===== config.mk =====
export PLATFORM = sky130hd
export DESIGN_NAME = dma_req_qualifier
export DESIGN_NICKNAME = d
export VERILOG_FILES = /design/src/rtl/dma_qual_pkg.sv /design/src/rtl/dma_ch_eligible.sv /design/src/rtl/dma_prio_pick.sv /design/src/rtl/dma_req_qualifier.sv
export SDC_FILE = /design/constraint.sdc
export NUM_CORES = 1
export LEC_CHECK = 0
export BUFFER_PORTS_ARGS = -buffer_cell sky130_fd_sc_hd__buf_2
export CAP_MARGIN = 20
export CORE_AREA = 2 2 118 120
export CTS_CLUSTER_DIAMETER = 50
export DETAILED_ROUTE_END_ITERATION = 6
export DIE_AREA = 0 0 120 122
export SKIP_LAST_GASP = 1
export SYNTH_ARGS = -nofsm -noshare
export SYNTH_HDL_FRONTEND = slang
export SYNTH_SLANG_ARGS = --single-unit

===== constraint.sdc =====
create_clock -name clk -period 1.35 [get_ports clk]
set_clock_uncertainty 0.05 [all_clocks]
set_input_delay 0.0675 -clock clk [delete_from_list [all_inputs] [get_ports clk]]
set_output_delay 0.0675 -clock clk [all_outputs]
set_load 0.1 [all_outputs]

===== src/rtl/dma_qual_pkg.sv =====
package dma_qual_pkg;
  localparam int CFG_W    = 32;
  localparam int REQ_W    = 16;
  localparam int ID_W     = 5;
  localparam int FLOW_W   = 3;
  localparam int EN_BIT   = 0;
  localparam int SRC_LSB  = 1;
  localparam int DST_LSB  = 6;
  localparam int FLOW_LSB = 11;
  localparam int HALT_BIT = 18;

  typedef enum logic [FLOW_W-1:0] {
    FLOW_FREE  = 3'd0,
    FLOW_DST   = 3'd1,
    FLOW_SRC   = 3'd2,
    FLOW_BOTH  = 3'd3,
    FLOW_PER4  = 3'd4,
    FLOW_PER5  = 3'd5,
    FLOW_PER6  = 3'd6,
    FLOW_PER7  = 3'd7
  } flow_e;
endpackage


===== src/rtl/dma_ch_eligible.sv =====
module dma_ch_eligible
  import dma_qual_pkg::*;
(
  input  logic [CFG_W-1:0] cfg_i,
  input  logic [REQ_W-1:0] req_set_i,
  input  logic             glob_en_i,
  output logic             elig_o,
  output logic             unsup_o
);
  localparam int ID_SPAN = 1 << ID_W;

  logic [ID_SPAN-1:0] req_ext;
  logic [ID_W-1:0]    src_id, dst_id;
  flow_e              flow;
  logic               live, src_hit, dst_hit, flow_ok;
  logic               unused_cfg;

  assign unused_cfg = ^{cfg_i[CFG_W-1:HALT_BIT+1], cfg_i[HALT_BIT-1:FLOW_LSB+FLOW_W]};

  assign req_ext = ID_SPAN'(req_set_i);
  assign src_id  = cfg_i[SRC_LSB +: ID_W];
  assign dst_id  = cfg_i[DST_LSB +: ID_W];
  assign flow    = flow_e'(cfg_i[FLOW_LSB +: FLOW_W]);
  assign live    = cfg_i[EN_BIT] & ~cfg_i[HALT_BIT];
  assign src_hit = req_ext[src_id];
  assign dst_hit = req_ext[dst_id];

  always_comb begin
    case (flow)
      FLOW_FREE: flow_ok = 1'b1;
      FLOW_DST:  flow_ok = dst_hit;
      FLOW_SRC:  flow_ok = src_hit;
      FLOW_BOTH: flow_ok = src_hit & dst_hit;
      default:   flow_ok = 1'b0;
    endcase
  end

  assign elig_o  = glob_en_i & live & flow_ok;
  assign unsup_o = live & flow[FLOW_W-1];
endmodule


===== src/rtl/dma_prio_pick.sv =====
module dma_prio_pick #(
  parameter int NUM_CH = 8,
  localparam int IDX_W = (NUM_CH > 1) ? $clog2(NUM_CH) : 1
) (
  input  logic [NUM_CH-1:0] elig_i,
  output logic              any_o,
  output logic [IDX_W-1:0]  idx_o
);
  always_comb begin
    idx_o = '0;
    for (int c = NUM_CH - 1; c >= 0; c--) begin
      if (elig_i[c]) idx_o = IDX_W'(c);
    end
  end

  assign any_o = |elig_i;
endmodule


===== src/rtl/dma_req_qualifier.sv =====
module dma_req_qualifier
  import dma_qual_pkg::*;
#(
  parameter int NUM_CH = 8,
  localparam int IDX_W = (NUM_CH > 1) ? $clog2(NUM_CH) : 1
) (
  input  logic                    clk,
  input  logic                    rst_n,
  input  logic                    glob_en_i,
  input  logic [NUM_CH*CFG_W-1:0] ch_cfg_i,
  input  logic [REQ_W-1:0]        req_single_i,
  input  logic [REQ_W-1:0]        req_burst_i,
  input  logic                    elem_done_i,
  output logic                    grant_vld_o,
  output logic [IDX_W-1:0]        grant_ch_o,
  output logic [NUM_CH-1:0]       unsup_o
);
  logic [REQ_W-1:0]  req_set;
  logic [NUM_CH-1:0] elig;
  logic              any_elig;
  logic [IDX_W-1:0]  pick_idx;
  logic              vld_q, vld_d, load_en;
  logic [IDX_W-1:0]  ch_q, ch_d;

  assign req_set = req_single_i | req_burst_i;

  for (genvar c = 0; c < NUM_CH; c++) begin : g_ch
    dma_ch_eligible u_elig (
      .cfg_i     (ch_cfg_i[c*CFG_W +: CFG_W]),
      .req_set_i (req_set),
      .glob_en_i (glob_en_i),
      .elig_o    (elig[c]),
      .unsup_o   (unsup_o[c])
    );
  end

  dma_prio_pick #(.NUM_CH(NUM_CH)) u_pick (
    .elig_i (elig),
    .any_o  (any_elig),
    .idx_o  (pick_idx)
  );

  always_comb begin
    if (!vld_q) begin
      load_en = any_elig;
      vld_d   = any_elig;
      ch_d    = pick_idx;
    end else begin
      load_en = elem_done_i;
      vld_d   = 1'b0;
      ch_d    = ch_q;
    end
  end

  always_ff @(posedge clk or negedge rst_n) begin
    if (!rst_n) begin
      vld_q <= 1'b0;
      ch_q  <= '0;
    end else if (load_en) begin
      vld_q <= vld_d;
      ch_q  <= ch_d;
    end
  end

  assign grant_vld_o = vld_q;
  assign grant_ch_o  = ch_q;
endmodule


# Word level (Yosys, flattened, before mapping)
# Index checks and enable logic that the tools add are counted.
dict set report classes {
  n_addsub 0
  mul 0
  div 0
  order_cmp 16
  eq_ne 24
  shifts 0
  n_mux 50
  bitwise 50
  reduce_logical 10
}
# op n
set ops {}
lappend ops {{$lt A5 B6 Y1 const B} 16}
lappend ops {{$bmux W1 S5} 16}
lappend ops {{$eq A3 B2 Y1 const B} 16}
lappend ops {{$and A1 B1 Y1} 40}
lappend ops {{$pmux W1 S4} 8}
lappend ops {{$eq A3 B1 Y1 const B} 8}
lappend ops {{$logic_not A3 Y1} 8}
lappend ops {{$mux W3} 8}
lappend ops {{$mux W1} 18}
lappend ops {{$or A16 B16 Y16} 1}
lappend ops {{$not A1 Y1} 9}
lappend ops {{$reduce_or A8 Y1} 1}
lappend ops {{$reduce_and A2 Y1} 1}
dict set report totals {
  ff_bits 4
  latch_bits 0
  ramBits 0
  romBits 0
  input_bits 292
  out_inout_bits 12
  word_cells 152
  n_memories 0
}

# Logic depth before layout (Yosys ltp)
# Gate-level depths: netlist (run 1).
dict set report depth {
  depth_word 14
  mapped_depth 9
  depth_no_buf 8
}

# Modules after synthesis
# From an unflattened synthesis (run 1), not the netlist that was laid out.
dict set report hier_totals {
  hier_cells 343
  area_unflattened_um2 3011.6
}
# module instances cells_per_inst area_per_inst_um2 seq_area_each_um2
set modules_own_cells {}
lappend modules_own_cells {dma_ch_eligible 8 38 332.8 0.0}
lappend modules_own_cells {dma_req_qualifier 1 26 267.8 100.1}
lappend modules_own_cells {dma_prio_pick 1 13 81.3 0.0}

# Least setup slack after synthesis (run 1)
# OpenSTA, ideal clock, no wires.
dict set report synth_timing {
  kind {input to register}
  startpoint {in ch_cfg_i[230]}
  endpoint {reg ch_q[0] (netlist: grant_ch_o[0])}
  setup_time_ns 0.125
  arrival_ns 2.083
  required_time_ns 1.175
  slack_ns -0.908
  path_stages 8
  path_buffers 1
  path_cell_list {clkbuf_1 > mux4_2 > and3b_1 > o41ai_1 > nand4_1 > nand4_1 > o21ai_2 > mux2_4}
}
dict set report synth_between {
  elab_chain_cells 13
  elab_cells_between_ends 16
  classes_between {12 x mux; 2 x bitwise; 2 x reduce/logical}
}
# element line_no
set synth_rtl {}
lappend synth_rtl {{start, declared} dma_req_qualifier.sv:10} ;# input logic [NUM_CH*CFG_W-1:0] ch_cfg_i,
lappend synth_rtl {{$bmux W1 S5 *} dma_ch_eligible.sv:26} ;# assign dst_hit = req_ext[dst_id];
lappend synth_rtl {{$mux W1 (implied by the code) *} dma_ch_eligible.sv:26}
lappend synth_rtl {{$and A1 B1 Y1} dma_ch_eligible.sv:33} ;# FLOW_BOTH: flow_ok = src_hit & dst_hit;
lappend synth_rtl {{$pmux W1 S4 *} dma_ch_eligible.sv:29} ;# case (flow)
lappend synth_rtl {{$and A1 B1 Y1 *} dma_ch_eligible.sv:38} ;# assign elig_o = glob_en_i & live & flow_ok;
lappend synth_rtl {{$mux W3 (8 in series)} dma_prio_pick.sv:12} ;# if (elig_i[c]) idx_o = IDX_W'(c);
lappend synth_rtl {{end signal, assigned} dma_req_qualifier.sv:61} ;# ch_q <= ch_d;
lappend synth_rtl {{end, declared} dma_req_qualifier.sv:23} ;# logic [IDX_W-1:0] ch_q, ch_d;
# Mark *: on every way between the ends. The rest lies on a longest branch, timed or not. The select of a mux whose other input is x is not followed.
# A chain may end at the register's enable or synchronous reset.

# Final worst setup path (run 1)
dict set report layout_timing {
  startpoint {in req_single_i[1]}
  endpoint {reg ch_q[0] (netlist: grant_ch_o[0])}
}
dict set report layout_between {
  elab_chain_cells 14
  elab_cells_between_ends 68
  classes_between {49 x mux; 17 x bitwise; 2 x reduce/logical}
}
# element line_no
set layout_rtl {}
lappend layout_rtl {{start, declared} dma_req_qualifier.sv:11} ;# input logic [REQ_W-1:0] req_single_i,
lappend layout_rtl {{$or A16 B16 Y16 *} dma_req_qualifier.sv:25} ;# assign req_set = req_single_i | req_burst_i;
lappend layout_rtl {{$bmux W1 S5 (on tied branches)} {dma_ch_eligible.sv:25, dma_ch_eligible.sv:26}}
lappend layout_rtl {{$mux W1 (on tied branches)} {dma_ch_eligible.sv:25, dma_ch_eligible.sv:26}}
lappend layout_rtl {{$and A1 B1 Y1} dma_ch_eligible.sv:33}
lappend layout_rtl {{$pmux W1 S4} dma_ch_eligible.sv:29}
lappend layout_rtl {{$and A1 B1 Y1} dma_ch_eligible.sv:38}
lappend layout_rtl {{$mux W3 (8 in series)} dma_prio_pick.sv:12}
# Marks and branches as above.

==> results.md, run 1 <==
- First-pass GRT wire length: ~20 mm
- Final WS setup: -0.861 ns
- Clock root buffer: clkbuf_16
- Final Critical Period: 2.21 ns
- Worst-Skew Late Latency: 0.22 ns
- Pwr dens: 535 nW/um2
- Vias per std cell: 5.19
- Post-synthesis register bit count: 4
- H-tree depth: 1
- Status: finished, violations left
- DRT Pass-1 Iters: 4
- Synth warnings: 0
- Worst-path clk slew: roughly 0.03 ns
- CP delay by family, top: multiplexers
- Drt total wl: 14.1 mm
- Final worst-path cycle share: 164%
- CP Cell Sequence: buf_8, nor2_4, buf_12, buf_4, mux4_2, mux4_2, o21ai_1, nand3_1, buf_4, nand3_1, o211ai_1, mux2_4
- Post-synth top flop: dfrtp_1
- Vias: 3335
- Syn avg cell area: approximately 12 um2
- Vias in the first global route: about 3500
- Worst setup SP type: input port
- Clock buffer depth: 2
- Std cell rows: 43
- Routed length per instance: 22.0 um
- Critical path type: input port to flip-flop
- Detailed-route DRC error count: 0
- Ant diodes: 0
- Max-Cap Viols: 0
- 1st-iter DRT viols: approximately 290
- Initial Utilization: roughly a fifth
- Overall Global Routing Usage: between 10% and 20%
- Initial antenna violation count: 0
- CTS buffer count: 3
- Worst EP required: 1.40 ns
- Worst Path Arrival: 2.26 ns
- Synth Instances: about 230
- EDFF count, synth: 0
- Remaining global-route overflow: 0
- Dpl hpwl: 10.9 mm
- Max Slew Vio Count: 0
- Number of top-level pins: 304
- Netlist cell types: 41
- TritonCTS Sinks: 4
- Die W: 120 um
- Critical Path Sink Type: flip-flop
- Unrepaired setup endpoints after global routing: true
- Worst Tran Pin Value: approximately 0.5 ns
- CP max FO: 6
- Register area share after synthesis: ~3.7%
- Hold Violations, Final: 0
- # setup viols final: 4
- I/O Buffers: 167
- Final ANT Viol Nets: 0
- Nets: between 700 and 800
- Crit-path slowest cell: mux4_2
- Pin count of the biggest net entering global routing: 16
- Ys async rst share: between 90% and 100%
- Share of post-route cells with drive strength above 1: between 70% and 80%
- Die area: 14600 um2
- RePlAce Congestion: 0.855
- Crit-path max cell delay: 0.49 ns
- CTS tree: done
- Layout area overhead: 79.7%
- Fmax: around 450 MHz
- Synthesized Nets: ~520
- Leak pwr: 2.11 nW
- Fin util: about 36%
- Worst Reg-to-Reg Cells: 3
- Hold Path Class: input port to asynchronous set/reset pin
- VDD IR-drop max: 0.383 mV
- Core Area: around 14000 um2
- Synth Cell Area: between 2000 and 3000 um2
- Relative slew slack: 66.9%
- Die Ht: 122 um
- Crit path buf inv count: 4
- Failing checks: setup timing
- Setup TNS: -2.89 ns
- CP Depth: 12
[what timing repair did]
action                                 in CTS  in global routing
endpoints found under the hold margin       5                  0
hold buffers                                2                  0
pin swaps                                  21                 17
gates resized for setup                    43                 19
setup endpoints to repair                   4                  4
cloned                                      5                  1
setup buffers                               9                  9
[power by group]
part	internal, mW	switching (mW)
logic	0.889	1.02
registers	0.164	0.0353
clock network	0.378	0.0833
[kinds of logic after synthesis]
logic type             Yosys count  share of synthesized area (%)
AO/OA/AOI/OAI                   40                           9.32
buffers and inverters           32                           5.66
flip-flops                       4                           3.75
multiplexers                    74                           61.8
AND/OR/NAND/NOR                 79                           19.5
[cells in the mapped netlist, types with 2 or more instances]
cell      count  area share (%)
nand2_1       3            0.42
nor3b_1       3            0.84
nor4_1        2            0.47
nand4_1       5             1.2
a21oi_1      10             1.9
mux4_2       63              53
inv_1         4            0.56
nor2_1       18             2.5
nand3_1       4            0.75
mux2_2        2            0.84
and3_1        3            0.70
or4bb_1       2            0.84
o21a_1        2            0.56
o21ai_1       4            0.75
nand3b_1      4             1.1
buf_4         8             2.2
nor3_1        8             1.5
dfrtp_1       4             3.7
clkbuf_1     19             2.7
mux4_1        7             6.9
a211o_1       2            0.66
nor4b_1       3            0.98
nor4bb_1      9             3.4
a31oi_1       2            0.47
o21ai_0      10             1.9
and3b_1      11             3.6
o41ai_1       3            0.98
[routing by layer]
| metal | GRT usage [%] | wire length, um | vias to the layer above |
|---|---|---|---|
| met5 | 0 | 0 | - |
| met4 | 3.97 | 297 | 0 |
| met3 | 5.52 | 1550 | 22 |
| met2 | 31.4 | 7010 | 191 |
| met1 | 22.0 | 5290 | 1629 |
| li1 | - | - | 1493 |
[state kept, by name, summed over array words and instances, names as in the netlist]
name,count
grant_ch_o,3
grant_vld_o,1
[layout make-up]
| cell class | instances | area [um2] |
|---|---|---|
| Fill cell | 1348 | 8700 |
| Clock buffer | 3 | 75.1 |
| Sequential cell | 4 | 100 |
| Multi-Input combinational cell | 197 | 2610 |
| Tap cell | 180 | 225 |
| Timing Repair Buffer | 255 | 1780 |
| Inverter | 4 | 15.0 |
[cell usage in the layout, fill, tap and decap left out, drive strengths merged, types with 2 or more instances in the layout]
cell type,count
nor3,8
o41ai,3
nand4,5
a21oi,10
nor4,2
and3,3
a31oi,2
dlygate4sd3,2
o21a,2
o21ai,15
buf,253
nor2,22
dfrtp,4
nand3,4
nand2,3
nor4b,3
mux2,3
mux4,70
nor4bb,9
nor3b,3
nand3b,4
or4bb,2
a211o,2
inv,4
clkbuf,3
and3b,11
[final timing paths]
path	start	endpoint	slack (ns)
min in group clk	ch_cfg_i[43]	grant_vld_o	0.39
min reg2reg	grant_ch_o[1]	grant_ch_o[1]	0.46
max in group asynchronous	rst_n	grant_ch_o[1]	0.98
min	rst_n	grant_ch_o[0]	0.15
max	req_single_i[1]	grant_ch_o[0]	-0.86
max reg2reg	grant_vld_o	grant_ch_o[0]	0.19
[metrics by stage]
stage                     hold WS (ns)  std cells  worst slack, ns  cell area [um2]  power (mW)
after detailed placement        -0.176        618            -1.35             4300        1.94
after global routing             0.176        643           -0.921             4800        2.69
final                            0.151        643           -0.861             4800        2.57
after CTS                        0.169        636           -0.860             4680        2.52
after global placement          -0.178        618            -1.29             4300        1.92
after floorplan                 -0.278        229           -0.803             2740        1.20
No activity file was read; power rests on OpenSTA's default activity.
==> run 2, diff against run 1 <==
--- a/config.mk
+++ b/config.mk
@@ -5,13 +5,15 @@
 export SDC_FILE = /design/constraint.sdc
 export NUM_CORES = 1
 export LEC_CHECK = 0
-export BUFFER_PORTS_ARGS = -buffer_cell sky130_fd_sc_hd__buf_2
+export BUFFER_PORTS_ARGS = -buffer_cell sky130_fd_sc_hd__buf_4
 export CAP_MARGIN = 20
 export CORE_AREA = 2 2 118 120
 export CTS_CLUSTER_DIAMETER = 50
 export DETAILED_ROUTE_END_ITERATION = 6
 export DIE_AREA = 0 0 120 122
+export PLACE_DENSITY_LB_ADDON = 0.05
 export SKIP_LAST_GASP = 1
+export SLEW_MARGIN = 5
 export SYNTH_ARGS = -nofsm -noshare
 export SYNTH_HDL_FRONTEND = slang
 export SYNTH_SLANG_ARGS = --single-unit
==> run 2 against run 1 <==
Maximum frequency shrank 2.8%. Register-to-register slack gained 0.06 ns. Worst setup slack lost 0.063 ns. Count of clock-buffer cells in the layout is the same. Clock power shrank 2%. Global-route usage shrank 0.93 points. Sequential power is essentially flat. Sequential cell count is the same. First-iteration DRC count shrank 54%. Die area is the same. Worst hold slack lost 0.0078 ns. Combinational power grew 6%. The flow still finishes with violations (setup timing).
==> results.md, run 2 (synthesis results as in run 1) <==
- Footprint of the multi-input gates: 2550 um2 (-2.3%)
- Highest-count cells in the layout ignoring fill and taps: 225 x buf_4, 68 x mux4_2, 17 x buf_6, 15 x nor2_4, 13 x buf_12
- Worst Reg-to-Reg Cells: 3 (unchanged)
- Layout area overhead: 94.0%
- Failing checks: setup timing
- Most common cell after layout, fill and taps aside: buf_4
- Inst Count DP: 621 (+0.49%)
- Met2 GRT Util: 28.3% (-3.1 points)
- Met1 Use GR: 23.3% (+1.3 points)
- Relative slew slack: 64.5% (-2.3 points)
- Std cell rows: 43 (unchanged)
- Max reg flops: 3 (unchanged)
- Routed length per instance: 20.1 um (-8.7%)
- Non-filler instance count after layout: 644 (+0.16%)
- RR Startpoint: grant_vld_o
- Initial Utilization: 19.8% (unchanged)
- Die Ht: 122 um (unchanged)
- Final Critical Period: 2.27 ns (+0.0634 ns)
- Met3 layer usage reported by global route: 3.60% (-1.9 points)
- DRT Pass-1 Iters: 4 (unchanged)
- Max-Cap Viols: 0 (unchanged)
- Hold Path Class: input port to asynchronous set/reset pin
- Leak pwr: 2.26 nW (+6.9%)
- WHS: 0.143 ns (-0.00776 ns)
- # setup viols final: 4 (unchanged)
- H-tree depth: 1 (unchanged)
- RePlAce Congestion: 0.777 (-9.2%)
- Clk pwr share: 16.9% (-1.1 points)
- Worst Tran Pin Value: 0.532 ns (+0.0310 ns)
- Unrepaired setup endpoints after global routing: true
- Core Area: 13500 um2 (unchanged)
- Worst EP required: 1.40 ns (about the same)
- Vias: 3220 (-3.4%)
- CTS tree: done
- Sequential power share: 7.3% (-0.4 points)
- VDD IR-drop max: 0.439 mV (+14%)
- Overall Global Routing Usage: 17.1% (-0.93 points)
- Die W: 120 um (unchanged)
- Pwr dens: 517 nW/um2 (-3.4%)
- CP max FO: 5 (-1)
- Drt total wl: 12.9 mm (-8.6%)
- Vias per std cell: 5.00 (-3.6%)
- Detailed-route DRC error count: 0 (unchanged)
- Status: finished, violations left
- Vias in the first global route: 3385 (-3.1%)
- Max Slew Vio Count: 0 (unchanged)
- Ant diodes: 0 (unchanged)
- Setup slack, reg-to-reg: 0.25 ns (+0.06 ns)
- Worst Path Arrival: 2.33 ns (+0.07 ns)
- Die area: 14600 um2 (unchanged)
- Fmax: 440 MHz (-2.8%)
- Net Sw Power: 1.09 mW (-4.3%)
- CP Cell Sequence: buf_4, nor2_4, buf_6, mux4_2, mux4_2, o21a_1, a211o_1, nand4_1, o21ai_2, mux2_4
- Crit-path max cell delay: 0.46 ns (-0.03 ns)
- Share of post-route cells with drive strength above 1: 76.9% (-0.81 points)
- Crit-path slowest cell: mux4_2
- Critical Path Sink Type: flip-flop
- Dpl hpwl: 10.6 mm (-3.6%)
- Most used cell, CP: mux4_2
- Worst-path clk slew: 0.03 ns (about the same)
- FILL cells: 1367 (+1.4%)
- 1st-iter DRT viols: 131 (-54%)
- Number of top-level pins: 304 (unchanged)
- FF-to-FF End: grant_ch_o[0]
- Critical path type: input port to flip-flop
- Comb pwr share: 75.8% (+1.5 points)
- Final worst-path cycle share: 168% (+4.7 points)
- I/O Buffers: 167 (unchanged)
- Clock root buffer: clkbuf_16
- Clock buffer depth: 2 (unchanged)
- First-pass GRT wire length: 19.3 mm (-2.3%)
- Initial antenna violation count: 0 (unchanged)
- GRT busiest layer: met2
- Final WS setup: -0.924 ns (-0.0634 ns)
- CTS buffer count: 3 (unchanged)
- Internal power: 1.59 mW (+11%)
- Remaining global-route overflow: 0 (unchanged)
- Storage cell area: 100 um2 (unchanged)
- Pin count of the biggest net entering global routing: 14 (-2)
- Worst-Skew Late Latency: 0.22 ns (about the same)
- Worst setup SP type: input port
- Nets: 758 (+0.13%)
- TritonCTS Sinks: 4 (unchanged)
- Sw frac: 40.7% (-3.7 points)
- Final ANT Viol Nets: 0 (unchanged)
- Hold Violations, Final: 0 (unchanged)
-- run 2: cell types whose count changed in the layout (fill, tap and decap cells not counted), moves of 3 or more --
cell     delta
buf_12      +3
buf_2     -147
buf_4     +147
buf_6       +4
nor2_2      -3
o21ai_1     -3
-- run 2: repair_timing --
item / 4_1_cts / 5_1_grt
hold buffers: 2 / 0
gates cloned: 1 / 0
pin swaps: 15 / 16
gates resized for setup: 22 / 20
setup buffers: 13 / 4
endpoints found under the setup margin: 4 / 4
hold endpoints to repair: 5 / 0
-- run 2: final cells by class --
| type | count | area share [%] |
|---|---|---|
| repair buffers | 260 | 42.8 |
| multi-input cells | 193 | 49.2 |
| inverters | 4 | 0.290 |
| flip-flops and latches | 4 | 1.93 |
| clock buffers | 3 | 1.45 |
| well taps | 180 | 4.34 |
-- run 2: routing by layer --
metal  up-vias  wire (um)
met1      1556       5480
met4         0        177
met2       162       6150
met5         -          0
met3        10       1120
li1       1492          -
-- run 2: power groups by stage --
stage / clock network [mW] / registers, mW / logic (mW)
floorplan: 0 / 0.503 / 0.700
global placement: 0 / 0.196 / 1.92
detailed placement: 0 / 0.198 / 1.93
CTS: 0.460 / 0.197 / 2.01
global route: 0.474 / 0.200 / 2.14
finish: 0.453 / 0.196 / 2.03
-- run 2: critical path, delay by kind of cell --
family          cells  cell delay [ns]
compound gates      3             0.63
buf+inv             2             0.20
simple gates        2             0.22
mux                 3             1.19
-- run 2: how the worst max path moves through the flow --
stage,startpoint,endpoint
global route,req_burst_i[1],grant_ch_o[0]
global placement,req_burst_i[2],grant_ch_o[0]
floorplan,req_burst_i[15],grant_ch_o[0]
detailed placement,req_burst_i[9],grant_ch_o[0]
CTS,req_single_i[1],grant_ch_o[0]
finish,req_burst_i[5],grant_ch_o[0]
-- run 2: stage by stage --
stage / utilization [%] / power, mW / TNS (ns) / cell area (um2) / worst slack [ns]
after global placement: 35.3 / 2.12 / -5.56 / 4770 / -1.54
final: 38.4 / 2.68 / -3.48 / 5180 / -0.924
after global routing: 38.4 / 2.82 / -3.80 / 5180 / -0.973
after floorplan: - / 1.20 / -2.46 / 2740 / -0.803
after CTS: 37.6 / 2.67 / -3.46 / 5080 / -0.918
after detailed placement: 35.4 / 2.13 / -4.81 / 4780 / -1.32
